--- src/rtl/dafir_pkg.sv ---
package dafir_pkg;

    // Controller states of the bit-serial filter.
    typedef enum logic {
        ST_IDLE = 1'b0,
        ST_RUN  = 1'b1
    } dafir_state_e;

endpackage

--- src/rtl/dafir_bit_ram.sv ---
// One history word stored as DEPTH single-bit entries, one per address.
// Read is combinational, write is synchronous, so a read-then-pass chain
// sees the old contents in the same clock it overwrites the neighbour.
module dafir_bit_ram #(
    parameter int DEPTH = 8,
    parameter int AW    = 3
) (
    input  logic          clk,
    input  logic          rst_n,
    input  logic          we,
    input  logic [AW-1:0] addr,
    input  logic          wbit,
    output logic          rbit
);

    logic [DEPTH-1:0] mem_q;

    always_ff @(posedge clk or negedge rst_n) begin
        if (!rst_n) begin
            mem_q <= '0;
        end else if (we) begin
            mem_q[addr] <= wbit;
        end
    end

    assign rbit = mem_q[addr];

endmodule

--- src/rtl/dafir_load_shift.sv ---
// Newest-sample register: parallel load, then one bit out per clock, LSB first.
module dafir_load_shift #(
    parameter int DW = 8
) (
    input  logic          clk,
    input  logic          rst_n,
    input  logic          load,
    input  logic [DW-1:0] din,
    input  logic          shift,
    output logic          sbit
);

    logic [DW-1:0] word_q;

    always_ff @(posedge clk or negedge rst_n) begin
        if (!rst_n) begin
            word_q <= '0;
        end else if (load) begin
            word_q <= din;
        end else if (shift) begin
            word_q <= {1'b0, word_q[DW-1:1]};
        end
    end

    assign sbit = word_q[0];

endmodule

--- src/rtl/dafir_coef_table.sv ---
// Sixteen-entry table for one group of four taps. Entry a holds the sum of
// the coefficients whose bit in a is set; the contents are computed from the
// coefficient parameter at elaboration.
module dafir_coef_table #(
    parameter int              CW     = 8,
    parameter int              TW     = CW + 2,
    parameter logic [4*CW-1:0] GCOEFS = '0
) (
    input  logic [3:0]           sel,
    output logic signed [TW-1:0] sum
);

    function automatic logic signed [TW-1:0] entry_of(input logic [3:0] a);
        logic signed [TW-1:0] acc;
        logic signed [CW-1:0] c;
        acc = '0;
        for (int j = 0; j < 4; j++) begin
            c = GCOEFS[j*CW +: CW];
            if (a[j]) acc = acc + TW'(c);
        end
        return acc;
    endfunction

    logic signed [TW-1:0] rom [16];

    for (genvar a = 0; a < 16; a++) begin : g_entry
        assign rom[a] = entry_of(4'(a));
    end

    assign sum = rom[sel];

endmodule

--- src/rtl/dafir_filter.sv ---
// Bit-serial distributed-arithmetic FIR filter, 16 taps in four groups.
module dafir_filter
    import dafir_pkg::*;
#(
    parameter int                DW    = 8,
    parameter int                CW    = 8,
    parameter int                NTAP  = 16,
    parameter int                OW    = CW + DW + 4,
    parameter logic [NTAP*CW-1:0] COEFS =
        128'h029C2DFF0CB36300_01C040FD057F8011
) (
    input  logic          clk,
    input  logic          rst_n,
    input  logic          in_valid,
    input  logic [DW-1:0] in_data,
    output logic          out_valid,
    output logic [OW-1:0] out_data
);

    localparam int GRP   = 4;
    localparam int NGRP  = NTAP / GRP;
    localparam int NPAIR = NGRP / 2;
    localparam int AW    = $clog2(DW);
    localparam int TW    = CW + 2;      // table entry width
    localparam int L1W   = TW + 1;      // first adder level
    localparam int L2W   = TW + 2;      // second adder level
    localparam int TSW   = L2W + 2;     // running accumulator adder
    localparam int HW    = OW - DW;     // upper result bits

    // ------------------------------------------------------------------
    // Controller state
    // ------------------------------------------------------------------
    dafir_state_e  state_q, state_d;
    logic [AW-1:0] bit_q;
    logic          pend_v_q;
    logic [DW-1:0] pend_d_q;

    logic run, last_bit, ready, start;
    logic [DW-1:0] start_data;

    assign run        = (state_q == ST_RUN);
    assign last_bit   = run && (bit_q == AW'(DW - 1));
    assign ready      = in_valid || pend_v_q;
    assign start      = ((state_q == ST_IDLE) && in_valid) || (last_bit && ready);
    assign start_data = in_valid ? in_data : pend_d_q;

    always_comb begin
        state_d = state_q;
        unique case (state_q)
            ST_IDLE: if (in_valid) state_d = ST_RUN;
            ST_RUN:  if (last_bit && !ready) state_d = ST_IDLE;
        endcase
    end

    always_ff @(posedge clk or negedge rst_n) begin
        if (!rst_n) begin
            state_q  <= ST_IDLE;
            bit_q    <= '0;
            pend_v_q <= 1'b0;
            pend_d_q <= '0;
        end else begin
            state_q <= state_d;
            bit_q   <= run ? bit_q + 1'b1 : '0;
            if (start) begin
                pend_v_q <= 1'b0;
            end else if (run && in_valid) begin
                pend_v_q <= 1'b1;
                pend_d_q <= in_data;
            end
        end
    end

    // ------------------------------------------------------------------
    // History: newest word in flip-flops, older words in a RAM chain
    // ------------------------------------------------------------------
    logic            newest_bit;
    logic [NTAP-2:0] ram_rd;
    logic [NTAP-1:0] tap_bit;

    dafir_load_shift #(.DW(DW)) u_newest (
        .clk   (clk),
        .rst_n (rst_n),
        .load  (start),
        .din   (start_data),
        .shift (run),
        .sbit  (newest_bit)
    );

    assign tap_bit = {ram_rd, newest_bit};

    for (genvar k = 0; k < NTAP - 1; k++) begin : g_ram
        dafir_bit_ram #(.DEPTH(DW), .AW(AW)) u_ram (
            .clk   (clk),
            .rst_n (rst_n),
            .we    (run),
            .addr  (bit_q),
            .wbit  (tap_bit[k]),
            .rbit  (ram_rd[k])
        );
    end

    // ------------------------------------------------------------------
    // Tables and two-level adder tree
    // ------------------------------------------------------------------
    logic signed [TW-1:0]  tbl_sum [NGRP];
    logic signed [L1W-1:0] lvl1    [NPAIR];
    logic signed [L2W-1:0] lvl2;

    for (genvar g = 0; g < NGRP; g++) begin : g_tbl
        dafir_coef_table #(
            .CW     (CW),
            .TW     (TW),
            .GCOEFS (COEFS[g*GRP*CW +: GRP*CW])
        ) u_tbl (
            .sel (tap_bit[g*GRP +: GRP]),
            .sum (tbl_sum[g])
        );
    end

    for (genvar p = 0; p < NPAIR; p++) begin : g_lvl1
        assign lvl1[p] = L1W'(tbl_sum[2*p]) + L1W'(tbl_sum[2*p+1]);
    end

    assign lvl2 = L2W'(lvl1[0]) + L2W'(lvl1[1]);

    // ------------------------------------------------------------------
    // Shifting accumulator: low bits retire one per clock
    // ------------------------------------------------------------------
    logic signed [TSW-1:0] hi_q, base, term, tsum, hi_next;
    logic [DW-1:0]         lo_q, lo_next;

    always_comb begin
        base    = (bit_q == '0) ? '0 : hi_q;
        term    = last_bit ? -TSW'(lvl2) : TSW'(lvl2);
        tsum    = base + term;
        hi_next = tsum >>> 1;
        lo_next = {tsum[0], lo_q[DW-1:1]};
    end

    always_ff @(posedge clk or negedge rst_n) begin
        if (!rst_n) begin
            hi_q      <= '0;
            lo_q      <= '0;
            out_valid <= 1'b0;
            out_data  <= '0;
        end else begin
            out_valid <= last_bit;
            if (run) begin
                hi_q <= hi_next;
                lo_q <= lo_next;
            end
            if (last_bit) begin
                out_data <= {hi_next[HW-1:0], lo_next};
            end
        end
    end

endmodule

--- config.mk ---
export PLATFORM = sky130hd
export DESIGN_NAME = dafir_filter
export DESIGN_NICKNAME = d
export VERILOG_FILES = /design/src/rtl/dafir_pkg.sv /design/src/rtl/dafir_bit_ram.sv /design/src/rtl/dafir_load_shift.sv /design/src/rtl/dafir_coef_table.sv /design/src/rtl/dafir_filter.sv
export SDC_FILE = /design/constraint.sdc
export NUM_CORES = 1
export LEC_CHECK = 0
export BUFFER_PORTS_ARGS = -buffer_cell sky130_fd_sc_hd__buf_2
export CELL_PAD_IN_SITES_DETAIL_PLACEMENT = 0
export CELL_PAD_IN_SITES_GLOBAL_PLACEMENT = 1
export CORE_MARGIN = 3
export CORE_UTILIZATION = 54
export CTS_CLUSTER_DIAMETER = 100
export DETAILED_ROUTE_END_ITERATION = 10
export HOLD_SLACK_MARGIN = 0.03
export PLACE_DENSITY = 0.83
export RECOVER_POWER = 100
export SETUP_SLACK_MARGIN = 0.5
export SYNTH_ARGS = -nofsm -noshare
export SYNTH_HDL_FRONTEND = slang
export SYNTH_SLANG_ARGS = --single-unit
--- constraint.sdc ---
create_clock -name clk -period 19.85 [get_ports clk]
set_clock_uncertainty 0.05 [all_clocks]
set_input_delay 3.97 -clock clk [delete_from_list [all_inputs] [get_ports clk]]
set_output_delay 3.97 -clock clk [all_outputs]
set_load 0.02 [all_outputs]
After elaboration in Yosys (flattened, before gate mapping)

Memories as Yosys holds them, arrays and structs flattened.
Cells that the tools add are included.

Register bits: 183
Bits in read-only memories: 640
Output and inout port bits: 21
Memories: 4

Memories:

| memory          | depth | width | read ports | clocked after memory_dff | wr ports | line                   | RTL |
|---|---|---|---|---|---|---|---|
| (no name shown) | 16    | 10    | 1          | 0                        | 0        | dafir_coef_table.sv:30 | `assign sum = rom[sel];` |
| (no name shown) | 16    | 10    | 1          | 0                        | 0        | dafir_coef_table.sv:30 |  |
| (no name shown) | 16    | 10    | 1          | 0                        | 0        | dafir_coef_table.sv:30 |  |
| (no name shown) | 16    | 10    | 1          | 0                        | 0        | dafir_coef_table.sv:30 |  |

$add $sub $neg: 6
$lt $le $gt $ge: 6
Eq/ne operators: 1
Mux-type cells: 66
Bitwise operators: 6
Reduce and logical (&&, ||, !) cells: 13

Operator list:

| cell                  | count |
|---|---|
| $bwmux W8             | 15 |
| $mux W10              | 8 |
| $bmux W1 S3           | 15 |
| $mux W14              | 2 |
| $mux W8               | 3 |
| $add A10 B10 Y11      | 2 |
| $ge A5 B5 Y1 const B  | 4 |
| $mux W1               | 20 |
| $not A4 Y5            | 4 |
| $add A14 B14 Y14      | 1 |
| $neg A12 Y14          | 1 |
| $add A11 B11 Y12      | 1 |
| $logic_and A1 B1 Y1   | 6 |
| $lt A3 B4 Y1 const B  | 1 |
| $reduce_bool A2 Y1    | 2 |
| $add A3 B1 Y3 const B | 1 |
| $demux W1 S3          | 1 |
| $eq A3 B3 Y1 const B  | 1 |
| $ge A3 B1 Y1 const B  | 1 |
| $logic_not A3 Y1      | 1 |
| $mux W3               | 1 |
| $logic_or A1 B1 Y1    | 2 |
| $not A1 Y1            | 2 |
| $pmux W1 S2           | 1 |
| 2 further kinds       | 2 |

Longest topological paths before layout

Gate-level depths: netlist (run 1).

Depth in word-level cells: 11
Mapped depth: 30

By module

A second synthesis (run 1) with hierarchy kept.

Cell total of the unflattened synthesis: 1029
Area, all modules: 12172.9 um^2

By module, submodules not included:

| module                              | times used | cells each | area an instance (um^2) |
|---|---|---|---|
| dafir_bit_ram at g_ram[0].u_ram ... | 14         | 30         | 451.7 |
| dafir_filter                        | 1          | 459        | 4356.7 |
| dafir_bit_ram at g_ram[9].u_ram     | 1          | 30         | 450.4 |
| dafir_load_shift                    | 1          | 34         | 369.1 |
| dafir_coef_table at g_tbl[3].u_tbl  | 1          | 32         | 229.0 |
| dafir_coef_table at g_tbl[0].u_tbl  | 1          | 24         | 197.7 |
| dafir_coef_table at g_tbl[2].u_tbl  | 1          | 16         | 133.9 |
| dafir_coef_table at g_tbl[1].u_tbl  | 1          | 14         | 112.6 |

Worst setup path after synthesis (run 1)

No wires, ideal clock.

Kind: reg2reg
Start point: register bit_q[0]
End point: register, netlist name hi_q[12]
Arrival: 7.275 ns
Slack: 12.393 ns
Cell stages (with the launch flop): 28
Buffers on the path: 3
Clock period less this slack: 7.457 ns
Path through: dfrtp_1 clkbuf_1 buf_1 mux4_2 mux2i_1 clkbuf_1 inv_1 ha_1 or2_2 a21boi_0 fa_1 fa_1 inv_1 fa_1 a211oi_4 o21bai_1 a22oi_2 nand2b_1 or3b_2 o31ai_1 xnor2_1 ha_1 a21o_1 a41oi_1 o21ai_0 and3_2 o211ai_1 or3b_1

Cells in the longest elaborated chain, start to end: 11
Elaborated cells on any way between the ends: 56
Those cells by class: add/sub (5); eq/ne (1); mux (40); bitwise (4); reduce/logical (2); memory (4)

RTL lines:

| item                                             | line                   | RTL |
|---|---|---|
| start: declaration                               | dafir_filter.sv:34     | `logic [AW-1:0] bit_q;` |
| start signal: assignment                         | dafir_filter.sv:63     | `bit_q <= run ? bit_q + 1'b1 : '0;` |
| $bmux W1 S3 (*)                                  | dafir_bit_ram.sv:26    | `assign rbit = mem_q[addr];` |
| $mux W1 (implied by the code) (*)                | dafir_bit_ram.sv:26    |  |
| via g_ram[10].u_ram.wbit                         | dafir_bit_ram.sv:12    | `input logic wbit,` |
| $not A4 Y5 (implied by the code) (*)             | dafir_coef_table.sv:30 |  |
| $mem_v2 Z16 W10 (*)                              | --                     |  |
| $mux W10 (implied by the code) (*) (2 in series) | dafir_coef_table.sv:30 |  |
| $add A10 B10 Y11 (*)                             | dafir_filter.sv:121    | `assign lvl1[p] = L1W'(tbl_sum[2*p]) + L1W'(tbl_sum[2*p+1]);` |
| $add A11 B11 Y12 (*)                             | dafir_filter.sv:124    | `assign lvl2 = L2W'(lvl1[0]) + L2W'(lvl1[1]);` |
| $neg A12 Y14                                     | dafir_filter.sv:134    | `term = last_bit ? -TSW'(lvl2) : TSW'(lvl2);` |
| $mux W14 (*)                                     | dafir_filter.sv:134    |  |
| $add A14 B14 Y14 (*)                             | dafir_filter.sv:135    | `tsum = base + term;` |

The timed path passes the listed nets; every way through them passes the cells marked *. The select of a mux whose other input is x is not followed.
A chain may end at the register's enable or synchronous reset.

==> results of run 1 <==
[cell type report]
class	instances	area share
clock buffer	17	0.0390
clock inverter	15	0.0193
inverter	56	0.0193
multi-input combinational	671	0.458
sequential	182	0.417
tap	229	0.0262
timing repair buffer	51	0.0215
[registers in the layout, indices dropped and copies added, names as in the netlist]
signal,count
g_ram.u_ram.mem_q,120
run,1
pend_v_q,1
hi_q,13
u_newest.word_q,8
bit_q,3
out_valid,1
pend_d_q,8
out_data,20
lo_q,7
[placed cells by master, fill, tap and decap left out, drive strengths merged, types with 20 or more instances in the layout]
| cell | synthesis | layout |
|---|---|---|
| dfrtp | 182 | 182 |
| nand2 | 125 | 125 |
| o21ai | 90 | 90 |
| nor2 | 83 | 83 |
| a21oi | 74 | 74 |
| inv | 55 | 62 |
| clkbuf | 47 | 51 |
| ha | 50 | 50 |
| mux2 | 34 | 34 |
| mux4 | 30 | 30 |
| mux2i | 21 | 21 |
| fa | 20 | 20 |
[worst paths after layout]
path,end,slack (ns),depth (start not counted)
worst max-delay path,g_ram[3].u_ram.mem_q[5],8.54,2
worst min-delay path,g_ram[10].u_ram.mem_q[5],0.43,2
worst max register to register,hi_q[12],10.52,25
worst min register to register,g_ram[10].u_ram.mem_q[5],0.43,2
max in group clk,hi_q[12],10.52,25
min in group asynchronous,g_ram[13].u_ram.mem_q[1],5.68,1
[Yosys cell counts, types with 20 or more instances]
cell / number
a21oi_1: 74
nand2_1: 125
fa_1: 20
mux2_2: 34
ha_1: 50
o21ai_0: 89
mux2i_1: 21
mux4_2: 30
nor2_1: 83
inv_1: 54
dfrtp_1: 182
clkbuf_1: 46
[through the flow]
step	hold WS (ns)	instances
3_3_place_gp	0.406	1189
6_report	0.425	1221
5_1_grt	0.454	1221
3_5_place_dp	0.407	1189
2_1_floorplan	0.385	965
4_1_cts	0.431	1221
[cells by family after synthesis]
kind of cell,count (synthesis),share of synthesized area
AOI/OAI and AO/OA,222,0.132
muxes,85,0.127
xor gates and xnor gates,28,0.0259
buffers and inverters,112,0.0424
DFF,182,0.456
adders and majority gates,70,0.103
and+or+nand+nor,266,0.115
[per-layer routing]
layer | wire [µm] | vias up
li1 | - | 3359
met1 | 9810 | 3314
met2 | 9810 | 111
met3 | 815 | 14
met4 | 218 | 0
met5 | 0 | -
==> out/results.tsv, run 1 <==
stage	metric	value	unit
clocking	hold_buffers	0	
global_routing	grt_pass1_wl	35.4	mm
routing	dr.pass1.iters	5	
yosys	ys_async_sr_fraction	1.00	
yosys	seq_area_frac_synth	0.456	
global_routing	grt_util_met2	0.352	
routing	vias	6798	
yosys	syn_area_per_cell	10.4	µm²
cells_and_area	regArea	0.00455	mm²
global_routing	met3_usage	0.0356	
critical_path	critPathMaxStageDelay	4.08	ns
cells_and_area	multi_input_area	0.00500	mm²
timing	setup_ws	8.54	ns
critical_path	startpoint_type	input port	
critical_path	cp_max_fo	112	
cells_and_area	fin_nets	1060	
cells_and_area	area_delta_synth_final	9.20	%
timing	worst_slew_pin_slew	5.94	ns
yosys	synthesis.area	0.0100	mm²
cells_and_area	fin_util	0.604	
yosys	yosysWarnings	0	
min_path	hold_path_class	reg2reg	
critical_path	critPathLaunch	rst_n	
clocking	clock_latency	0.43	ns
clocking	cts.clk_slew.worst_paths	0.07	ns
yosys	ys_ff_latch	182	
critical_path	worstSetupPathType	in2async	
yosys	yosysUniqueCellTypes	63	
die	ios	32	
outcome	violations	capacitance limit, slew limit	
cells_and_area	design_area	0.0109	mm²
cells_and_area	fillers	1548	
yosys	synth_top_area_share	0.456	
clocking	cts_buffer_depth	2	
clocking	cts_max_level	4	
yosys	yosys.area.top_type	dfrtp_1	
min_path	min_from	g_ram[10].u_ram.mem_q[5]	
routing	wl	20.7	mm
placement	portBuffers	31	
cells_and_area	diodes	0	
yosys	syn_nets	1046	
clocking	post_cts_buffers	0	
critical_path	crit_path_end_kind	async pin	
timing	relSlewSlack	-2.96	
timing	slew_violations	238	
yosys	synth_area_leaders	dfrtp_1 46%, mux4_2 6.8%, ha_1 6.3%, nand2_1 4.7%, o21ai_0 4.5%	
critical_path	crit_family	buffers and inverters	
die	initial_utilization	0.553	
clocking	root_buffer	clkbuf_16	
die	die_w	142	µm
flow_run	cap_violations	4	
routing	drt_iter0_drc	395	
global_routing	antenna_found_initial	0	
global_routing	grt_max_degree	113	
global_routing	busiest_layer	met2	
timing	setup_viol	0	
die	fp.dieH	142	µm
placement	gp_congestion	0.855	
outcome	status	finished, violations left	
global_routing	globalRouteOverflowTotal	0	
timing	fmax	88.4	MHz
routing	routedWlPerCell	16.9	µm
critical_path	crit_top_cell	clkbuf_1	
timing	fin_tns_setup	0	ns
placement	dp_hpwl	13.5	mm
critical_path	critPathBufInv	2	
global_routing	grt.total_usage	0.220	
clocking	cts_tree	yes	
routing	ant_nets	0	
critical_path	crit_path_cell_trace	clkbuf_1 > clkbuf_1	
clocking	cts_buffers	17	
critical_path	crit_slowest_cell	clkbuf_1	
die	dieArea	0.0202	mm²
critical_path	required	19.51	ns
clocking	ctsResizeCount	0	
timing	rsz0062_at_grt	no	
die	rows	49	
cells_and_area	drive_gt1_frac	0.123	
timing	finalHoldViolCount	0	
routing	drcViolationCount	0	
critical_path	r2r-start	bit_q[0]	
yosys	synthFlopType	dfrtp_1	
placement	postPlaceCellArea	0.0104	mm²
yosys	syn_inst	965	
placement	post-place-ws	11.87	ns
global_routing	use_met1	0.317	
yosys	synth_edf_count	0	
global_routing	grt_pass1_vias	6863	
routing	drt-vias-per-instance	5.57	
critical_path	critPathArrivalTime	10.97	ns
die	fp.coreArea	0.0181	mm²
timing	period_minus_slack	11.31	ns
clocking	cts_sinks	182	
timing	fin_crit_sh	0.570	
Power of run 1 is not shown: default switching activity piles up to over one toggle a cycle in this logic, so the estimate is an artifact.
==> inputs of run 2 (changes only) <==
--- a/config.mk
+++ b/config.mk
@@ -5,15 +5,16 @@
 export SDC_FILE = /design/constraint.sdc
 export NUM_CORES = 1
 export LEC_CHECK = 0
+export ABC_AREA = 1
 export BUFFER_PORTS_ARGS = -buffer_cell sky130_fd_sc_hd__buf_2
 export CELL_PAD_IN_SITES_DETAIL_PLACEMENT = 0
 export CELL_PAD_IN_SITES_GLOBAL_PLACEMENT = 1
 export CORE_MARGIN = 3
-export CORE_UTILIZATION = 54
+export CORE_UTILIZATION = 48
 export CTS_CLUSTER_DIAMETER = 100
 export DETAILED_ROUTE_END_ITERATION = 10
 export HOLD_SLACK_MARGIN = 0.03
-export PLACE_DENSITY = 0.83
+export PLACE_DENSITY = 0.78
 export RECOVER_POWER = 100
 export SETUP_SLACK_MARGIN = 0.5
 export SYNTH_ARGS = -nofsm -noshare
==> constraint.sdc (replaced) <==
create_clock -name clk -period 11 [get_ports clk]
set_clock_uncertainty 0.05 [all_clocks]
set_input_delay 2.2 -clock clk [delete_from_list [all_inputs] [get_ports clk]]
set_output_delay 2.2 -clock clk [all_outputs]
set_load 0.02 [all_outputs]
==> out/results.tsv, run 2 <==
stage	metric	value	unit	change
yosys	syn_nets	1367		was 1046
critical_path	r2r-start	bit_q[0]		unchanged
outcome	violations	capacitance limit, slew limit		unchanged
timing	slew_violations	159		was 238
routing	drt_iter0_drc	564		was 395
global_routing	antenna_found_initial	0		unchanged
placement	portBuffers	31		unchanged
die	ios	32		unchanged
placement	dp_hpwl	17.2	mm	was 13.5 mm
yosys	yosysWarnings	0		unchanged
routing	drcViolationCount	0		unchanged
timing	relSlewSlack	-3.01		was -2.96
yosys	synth_top_area_share	0.440		was 0.456
timing	fin_tns_setup	0	ns	unchanged
timing	setup_viol	0		unchanged
timing	fin_crit_sh	0.675		
yosys	synth_top_family_by_area	simple AND/OR/NAND/NOR gates		was compound AO/OA/AOI/OAI gates
cells_and_area	top_register	g_ram.u_ram.mem_q		unchanged
cells_and_area	multi_input_area	0.00486	mm²	was 0.00500 mm²
timing	finalHoldViolCount	0		unchanged
clocking	root_buffer	clkbuf_16		unchanged
timing	rsz0062_at_grt	no		unchanged
min_path	min_from	g_ram[7].u_ram.mem_q[1]		was g_ram[10].u_ram.mem_q[5]
flow_run	cap_violations	2		was 4
yosys	muxShareOfSynthArea	0		was 0.127
global_routing	grt_max_degree	115		was 113
clocking	cts_max_level	4		unchanged
yosys	ys_top_cells_by_count	335 x nand2_1, 182 x dfrtp_1, 165 x o21ai_0		was 182 x dfrtp_1, 125 x nand2_1, 89 x o21ai_0
routing	ant_nets	0		unchanged
timing	period_minus_slack	7.43	ns	
critical_path	worstSetupPathType	in2async		unchanged
outcome	status	finished, violations left		unchanged
clocking	post_cts_buffers	0		unchanged
cells_and_area	fin_nets	1370		was 1060
routing	drt-vias-per-instance	5.19		was 5.57
clocking	cts_buffer_depth	2		unchanged
yosys	synth_edf_count	0		unchanged
critical_path	critPathArrivalTime	6.46	ns	was 10.97 ns
critical_path	critPathMaxStageDelay	4.12	ns	was 4.08 ns
critical_path	critPathLaunch	rst_n		unchanged
die	fp.coreArea	0.0211	mm²	was 0.0181 mm²
yosys	ys_async_sr_fraction	1.00		unchanged
die	fp.dieH	153	µm	was 142 µm
yosys	ys_ff_latch	182		unchanged
cells_and_area	regArea	0.00455	mm²	unchanged
yosys	synthFlopType	dfrtp_1		unchanged
yosys	synthesis.area	0.0103	mm²	was 0.0100 mm²
yosys	seq_area_frac_synth	0.440		was 0.456
critical_path	crit_slowest_cell	clkbuf_1		unchanged
min_path	hold_path_class	reg2reg		unchanged
yosys	synth-compound-area-share	0.151		was 0.132
cells_and_area	final_common_cell	nand2_1		was dfrtp_1
die	rows	53		was 49
cells_and_area	area_delta_synth_final	7.91	%	was 9.20%
cells_and_area	largest_reg_flops	120		unchanged
critical_path	crit_path_end_kind	async pin		unchanged
yosys	synth_area_leaders	dfrtp_1 44%, nand2_1 12%, o21ai_0 8.0%, ha_1 6.0%, inv_1 5.1%		was dfrtp_1 46%, mux4_2 6.8%, ha_1 6.3%, nand2_1 4.7%, o21ai_0 4.5%
global_routing	grt.total_usage	0.227		was 0.220
yosys	synth.most_common_cell	nand2_1		was dfrtp_1
yosys	yosys.area.top_type	dfrtp_1		unchanged
die	die_w	153	µm	was 142 µm
clocking	cts.clk_slew.worst_paths	0.08	ns	was 0.07 ns
routing	wl	25.7	mm	was 20.7 mm
global_routing	globalRouteOverflowTotal	0		unchanged
clocking	hold_buffers	0		unchanged
cells_and_area	fillers	2080		was 1548
die	dieArea	0.0234	mm²	was 0.0202 mm²
placement	gp_congestion	0.878		was 0.855
critical_path	crit_path_cell_trace	clkbuf_1		was clkbuf_1 > clkbuf_1
timing	fmax	135	MHz	
die	initial_utilization	0.491		was 0.553
critical_path	cp_max_fo	114		was 112
cells_and_area	reg.largest.list	g_ram.u_ram.mem_q x120, out_data x20, hi_q x13		unchanged
cells_and_area	final_cell_mix	337 x nand2_1, 193 x o21ai_0, 182 x dfrtp_1, 146 x inv_1, 103 x nor2_1		was 182 x dfrtp_1, 125 x nand2_1, 89 x o21ai_0, 83 x nor2_1, 74 x a21oi_1
cells_and_area	diodes	0		unchanged
yosys	synthAdderAreaFrac	0.0991		was 0.103
routing	dr.pass1.iters	5		unchanged
critical_path	crit_family	buffers and inverters		unchanged
yosys	synthXorXnorAreaFrac	0.0169		was 0.0259
timing	worst_slew_pin_slew	6.01	ns	was 5.94 ns
yosys	synthSimpleGateAreaFrac	0.208		was 0.115
clocking	cts_sinks	182		unchanged
clocking	ctsResizeCount	0		unchanged
yosys	yosysUniqueCellTypes	48		was 63
cells_and_area	drive_gt1_frac	0.0622		was 0.123
critical_path	critPathBufInv	1		was 2
yosys	syn_area_per_cell	8.05	µm²	was 10.4 µm²
clocking	cts_buffers	17		unchanged
clocking	cts_tree	yes		unchanged
yosys	syn_inst	1286		was 965
routing	vias	8183		was 6798
routing	routedWlPerCell	16.3	µm	was 16.9 µm
global_routing	grt_pass1_vias	7920		was 6863
critical_path	startpoint_type	input port		unchanged
critical_path	required	10.04	ns	was 19.51 ns
global_routing	grt_pass1_wl	42.5	mm	was 35.4 mm
clocking	clock_latency	0.44	ns	was 0.43 ns
-- run 2: cell type report --
cell class | instances | share of cell area
Sequential cell | 182 | 0.408
Clock buffer | 18 | 0.0384
Clock inverter | 14 | 0.0187
Multi-Input combinational cell | 889 | 0.435
Inverter | 162 | 0.0549
Tap cell | 275 | 0.0308
Timing Repair Buffer | 37 | 0.0143
-- run 2: final timing paths --
check | depth (start not counted) | slack [ns] | end
max | 1 | 3.57 | g_ram[14].u_ram.mem_q[7]
min | 2 | 0.43 | g_ram[7].u_ram.mem_q[1]
max reg2reg | 31 | 3.61 | hi_q[11]
min reg2reg | 2 | 0.43 | g_ram[7].u_ram.mem_q[1]
max in group clk | 31 | 3.61 | hi_q[11]
min in group asynchronous | 1 | 3.93 | out_data[11]
-- run 2: worst register-to-register path, delay by kind of cell, from the launching register on --
kind / cells / cell delay [ns]
buffers and inverters: 4 / 0.95
adder cells (fa/ha/maj): 6 / 2.28
XOR/XNOR: 1 / 0.19
AND/OR/NAND/NOR: 16 / 1.91
flip-flops: 1 / 1.08
AO/OA/AOI/OAI: 4 / 0.76
-- run 2: cells by family (layout without fill, tap and decap cells) --
logic type / after synthesis / after routing
compound gates: 283 / 283
simple gates: 516 / 516
fa+ha+maj: 70 / 70
flops: 182 / 182
buf+inv: 215 / 231
xor+xnor: 20 / 20
-- run 2: metrics by stage --
step,std cells,area [µm²],setup slack (ns),hold WS [ns],util
after floorplan,1286,10300,5.40,0.394,-
after global placement,1545,10600,4.49,0.406,0.504
after detailed placement,1545,10600,4.39,0.411,0.504
after CTS,1577,11300,4.39,0.431,0.535
after global routing,1577,11200,2.35,0.449,0.530
final,1577,11200,3.57,0.431,0.530
-- run 2: routing by layer --
metal | track usage | vias up | routed length (µm)
li1 | - | 4129 | -
met1 | 0.356 | 3877 | 13300
met2 | 0.334 | 167 | 11100
met3 | 0.0411 | 10 | 1090
met4 | 0.0390 | 0 | 170
met5 | 0 | - | 0
Power of run 2 is left out for the same reason.
